--- src/rtl/baud_pkg.sv ---
package baud_pkg;

    typedef enum logic {
        BASE_FULL = 1'b0,
        BASE_DIV8 = 1'b1
    } base_sel_e;

    localparam int unsigned PRESCALE_RATIO = 8;
    localparam int unsigned LANE_TX        = 0;
    localparam int unsigned LANE_RX        = 1;
    localparam int unsigned LANE_COUNT     = 2;

endpackage

--- src/rtl/baud_prescale.sv ---
module baud_prescale #(
    parameter int unsigned RATIO = baud_pkg::PRESCALE_RATIO
) (
    input  logic clk,
    input  logic rst_n,
    input  logic sel_div,
    output logic base_en
);
    localparam int unsigned PW = (RATIO > 1) ? $clog2(RATIO) : 1;
    localparam logic [PW-1:0] LAST = PW'(RATIO - 1);

    typedef struct packed {
        logic [PW-1:0] cnt;
    } pre_state_t;

    pre_state_t st_d, st_q;

    always_comb begin
        st_d = st_q;
        if (st_q.cnt == LAST) st_d.cnt = '0;
        else                  st_d.cnt = st_q.cnt + PW'(1);
        base_en = (sel_div == baud_pkg::BASE_DIV8) ? (st_q.cnt == LAST) : 1'b1;
    end

    always_ff @(posedge clk or negedge rst_n) begin
        if (!rst_n) st_q <= '0;
        else        st_q <= st_d;
    end
endmodule

--- src/rtl/baud_cd_div.sv ---
module baud_cd_div #(
    parameter int unsigned CD_W = 16
) (
    input  logic            clk,
    input  logic            rst_n,
    input  logic            base_en,
    input  logic [CD_W-1:0] cd,
    output logic            samp_en
);
    typedef struct packed {
        logic [CD_W-1:0] cnt;
        logic            pulse;
    } cd_state_t;

    cd_state_t st_d, st_q;

    always_comb begin
        st_d       = st_q;
        st_d.pulse = 1'b0;
        if (cd == '0) begin
            st_d.cnt = '0;
        end else if (cd == CD_W'(1)) begin
            st_d.cnt   = '0;
            st_d.pulse = base_en;
        end else if (base_en) begin
            if (st_q.cnt >= cd - CD_W'(1)) begin
                st_d.cnt   = '0;
                st_d.pulse = 1'b1;
            end else begin
                st_d.cnt = st_q.cnt + CD_W'(1);
            end
        end
    end

    always_ff @(posedge clk or negedge rst_n) begin
        if (!rst_n) st_q <= '0;
        else        st_q <= st_d;
    end

    assign samp_en = st_q.pulse;
endmodule

--- src/rtl/baud_bit_div.sv ---
module baud_bit_div #(
    parameter int unsigned BD_W = 8
) (
    input  logic            clk,
    input  logic            rst_n,
    input  logic            tick,
    input  logic [BD_W-1:0] bdiv,
    input  logic            realign,
    output logic            bit_en
);
    typedef struct packed {
        logic [BD_W-1:0] cnt;
        logic            pulse;
    } bit_state_t;

    bit_state_t st_d, st_q;

    always_comb begin
        st_d       = st_q;
        st_d.pulse = 1'b0;
        if (realign) begin
            st_d.cnt = '0;
        end else if (tick) begin
            if (st_q.cnt >= bdiv) begin
                st_d.cnt   = '0;
                st_d.pulse = 1'b1;
            end else begin
                st_d.cnt = st_q.cnt + BD_W'(1);
            end
        end
    end

    always_ff @(posedge clk or negedge rst_n) begin
        if (!rst_n) st_q <= '0;
        else        st_q <= st_d;
    end

    assign bit_en = st_q.pulse;
endmodule

--- src/rtl/baud_gen.sv ---
module baud_gen #(
    parameter int unsigned CD_W = 16,
    parameter int unsigned BD_W = 8
) (
    input  logic            clk,
    input  logic            rst_n,
    input  logic            base_div8,
    input  logic [CD_W-1:0] sample_div,
    input  logic [BD_W-1:0] bit_div,
    input  logic            rx_resync,
    output logic            en_sample,
    output logic            en_tx,
    output logic            en_rx
);
    import baud_pkg::*;

    logic                  base_en;
    logic                  samp_en;
    logic [LANE_COUNT-1:0] lane_en;

    baud_prescale #(.RATIO(PRESCALE_RATIO)) u_pre (
        .clk     (clk),
        .rst_n   (rst_n),
        .sel_div (base_div8),
        .base_en (base_en)
    );

    baud_cd_div #(.CD_W(CD_W)) u_cd (
        .clk     (clk),
        .rst_n   (rst_n),
        .base_en (base_en),
        .cd      (sample_div),
        .samp_en (samp_en)
    );

    for (genvar gi = 0; gi < LANE_COUNT; gi++) begin : g_lane
        logic lane_realign;
        if (gi == LANE_RX) begin : g_rx
            assign lane_realign = rx_resync;
        end else begin : g_tx
            assign lane_realign = 1'b0;
        end

        baud_bit_div #(.BD_W(BD_W)) u_bit (
            .clk     (clk),
            .rst_n   (rst_n),
            .tick    (samp_en),
            .bdiv    (bit_div),
            .realign (lane_realign),
            .bit_en  (lane_en[gi])
        );
    end

    assign en_sample = samp_en;
    assign en_tx     = lane_en[LANE_TX];
    assign en_rx     = lane_en[LANE_RX];
endmodule

--- config.mk ---
export PLATFORM = sky130hd
export DESIGN_NAME = baud_gen
export DESIGN_NICKNAME = d
export VERILOG_FILES = /design/src/rtl/baud_pkg.sv /design/src/rtl/baud_prescale.sv /design/src/rtl/baud_cd_div.sv /design/src/rtl/baud_bit_div.sv /design/src/rtl/baud_gen.sv
export SDC_FILE = /design/constraint.sdc
export NUM_CORES = 1
export LEC_CHECK = 0
export BUFFER_PORTS_ARGS = -buffer_cell sky130_fd_sc_hd__buf_2
export CAP_MARGIN = 5
export CORE_UTILIZATION = 55
export CTS_CLUSTER_DIAMETER = 60
export DETAILED_ROUTE_END_ITERATION = 12
export GPL_ROUTABILITY_DRIVEN = 0
export PLACE_DENSITY = 0.8
export SYNTH_ARGS = -nofsm -noshare
export SYNTH_HDL_FRONTEND = slang
export SYNTH_SLANG_ARGS = --single-unit
--- constraint.sdc ---
create_clock -name clk -period 3.2 [get_ports clk]
set_input_delay 0.48 -clock clk [delete_from_list [all_inputs] [get_ports clk]]
set_output_delay 0.48 -clock clk [all_outputs]
set_load 0.02 [all_outputs]
==> metrics.txt <==
status finished, final reports clean; global-route usage over all layers 21.8%; Reg-to-Reg Start g_lane[1].u_bit.st_q[5]; Vias 2456; Detail Route Antenna Nets 0; Fin. Hold Viols 0; Via density 5.52; Yosys top cell area share 32.2%; Synth warnings 0; 1st-iter DRT viols 57; First-pass DRT Iterations 4; RSZ-0062 raised after global routing false; core area 5140 um2; max incr delay on CP 380 ps; gr ovfl total 0; Post-CTS Resized 0; total CTS buffers 5; mean post-synth cell area 8.95 um2; Residual DRC 0; CP top delay family simple AND/OR/NAND/NOR gates; Worst EP arrival 3110 ps; Final Cycle Share 92.1%; Rel. slew slack 46.4%; FP Rows 26; Worst R2R Path Depth 7; root buf cell clkbuf_8; number of H-tree levels 2; Post-synth EDFFs 0; Post-Syn Area 2950 um2; largest net degree at the start of global routing 39; internal reg-to-reg setup slack 760 ps; Yosys cell types 47; first-pass GRT wire length 9.52 mm; initial antenna violation count 0; # Post-CTS Setup Buffers 0; vias in the first global route 2262; hpwl dp 4.45 mm; CP required 3360 ps; synthesis-stage register bit count 38; Final WS setup 252 ps; Worst-path clk slew 80 ps; cell taking the most area after synthesis dfrtp_1; Final Max Slew Viols 0; Commonest cells post-synth ha_1, dfrtp_1, nand2_1; # port buffers 30; R2R Path End g_lane[1].u_bit.st_q[3]; top_reg_cell synth dfrtp_1; power density over cell area 480 nW/um2; crit-path cells buf_2 > or3_1 > or3_1 > nor4_1 > xnor2_1 > ha_1 > nand3_1 > nor3_2 > nor4b_4 > nor4_4 > nand2_2 > o211ai_1; Placement Setup Slack -208 ps; area grow syn2layout 14.6%; cell with the most instances after synthesis ha_1; Synth area leaders dfrtp_1, ha_1, nand2_1; maximum vdd ir drop 294 uV; post-synthesis async set-or-reset flop share 100%; Critical path origin sample_div[9]; post-synthesis sequential area ratio 32.2%; TritonCTS clock tree yes; Final Power 1.63 mW; Worst Hold Class primary input to async pin; Crit Path Category primary input to register; n_diodes 0; min cycle time layout 2950 ps; drt total wl 5.63 mm; layout cell share with drive strength beyond 1 19.2%; Fmax achieved 339 MHz; worst-path maximum fanout 12; Mapped Cells 330; final net count 441; deepest clock path buffer count 2; Clock Skews 9.10 ps; Hold Slack 265 ps; DR WL/cell 12.7 um; # IOs 31; CP max stage cell or3_1; initial core utilization 57.4%; die width 75.3 um; WP buf/inv 1; max_cap viols 0; worst skew pair latency 290 ps; Crit. End Element register; clock sinks 38; most frequent cell on the critical path or3_1; final setup violation count 0; leakage 1.57 nW; Slew @ Worst Pin 804 ps; crit start category primary input; Hold-fix buffers, CTS 0; Post-Syn Nets 397; Die H 75.3 um; DIE AREA 5670 um2
worst max path at each step:
stage,cells after the start,slack (ps),end
after floorplan,12,110,u_cd.st_q[10]
after global placement,12,-130,u_cd.st_q[7]
after detailed placement,12,-210,u_cd.st_q[7]
after CTS,12,120,u_cd.st_q[7]
after global routing,14,50,u_cd.st_q[6]
final,12,250,u_cd.st_q[6]
layout by cell type, fill, tap and decap left out, types with 2 or more instances in the layout:
| master | netlist | routed |
|---|---|---|
| mux2i_1 | 3 | 3 |
| clkbuf_8 | 0 | 6 |
| nand2_1 | 35 | 35 |
| a22o_1 | 3 | 3 |
| a21o_1 | 3 | 3 |
| dfrtp_1 | 38 | 38 |
| ha_1 | 39 | 39 |
| nand3_1 | 25 | 25 |
| a31oi_1 | 8 | 8 |
| a21oi_1 | 12 | 12 |
| buf_2 | 1 | 30 |
| nand2b_1 | 7 | 7 |
| xor2_1 | 5 | 5 |
| nor4_1 | 3 | 3 |
| o211ai_1 | 2 | 2 |
| or2_2 | 4 | 4 |
| nor3_1 | 15 | 14 |
| inv_1 | 17 | 17 |
| and3_1 | 6 | 6 |
| xnor2_1 | 15 | 15 |
| o211ai_2 | 7 | 7 |
| or3_1 | 2 | 2 |
| a211oi_1 | 3 | 3 |
| o22ai_1 | 2 | 2 |
| buf_4 | 1 | 13 |
| o21ai_1 | 3 | 3 |
| a2111oi_4 | 2 | 2 |
| nor2_1 | 31 | 31 |
| and2_1 | 2 | 2 |
| nand4_1 | 5 | 5 |
| o21ai_0 | 11 | 11 |
state kept, by name, summed over array words and instances, names as in the netlist:
| register | count |
|---|---|
| g_lane.u_bit.bit_en | 2 |
| g_lane.u_bit.st_q | 16 |
| u_cd.samp_en | 1 |
| u_cd.st_q | 16 |
| u_pre.st_q | 3 |
worst reg2reg max path, delay by kind of cell (launching register included):
| family | cells | cell delay (ps) |
|---|---|---|
| compound gates | 6 | 1630 |
| flops | 1 | 420 |
| fa+ha+maj | 1 | 310 |
layer usage:
| metal | GRT usage, % | vias to the layer above | part of all wire [%] |
|---|---|---|---|
| met5 | 0 | - | 0 |
| met4 | 6.58 | 0 | 1.5 |
| met3 | 2.68 | 8 | 2.9 |
| met2 | 40.5 | 50 | 49 |
| met1 | 26.3 | 1112 | 46 |
| li1 | - | 1286 | - |
where the power goes:
part	switching [mW]	internal, mW	leakage [nW]	total (mW)
Combinational	0.287	0.272	1.02	0.559
Sequential	0.139	0.579	0.506	0.718
Clock	0.174	0.173	0.0472	0.348
Total	0.601	1.02	1.57	1.63
cell families after synthesis:
family                     synth area share [%]
muxes                                      1.40
DFF                                        32.2
adders and majority gates                  16.5
and+or+nand+nor                            24.0
buffers and inverters                      3.47
xor gates and xnor gates                   5.93
AOI/OAI and AO/OA                          16.5
final cells by class:
class,instances,area (um2)
Fill cell,439,1760
Sequential cell,38,951
Multi-Input combinational cell,268,1920
Tap cell,70,87.6
Inverter,17,63.8
Clock inverter,2,12.5
Timing Repair Buffer,44,268
Clock buffer,6,82.6
metrics by stage:
stage	cells	instance area, um2	utilization [%]	TNS, ps
after floorplan	330	2960	-	0
after global placement	437	3280	63.7	-1780
after detailed placement	437	3280	63.7	-2890
after CTS	445	3370	65.6	0
after global routing	445	3380	65.8	0
final	445	3380	65.8	0
(Power assumes the default switching activity.)
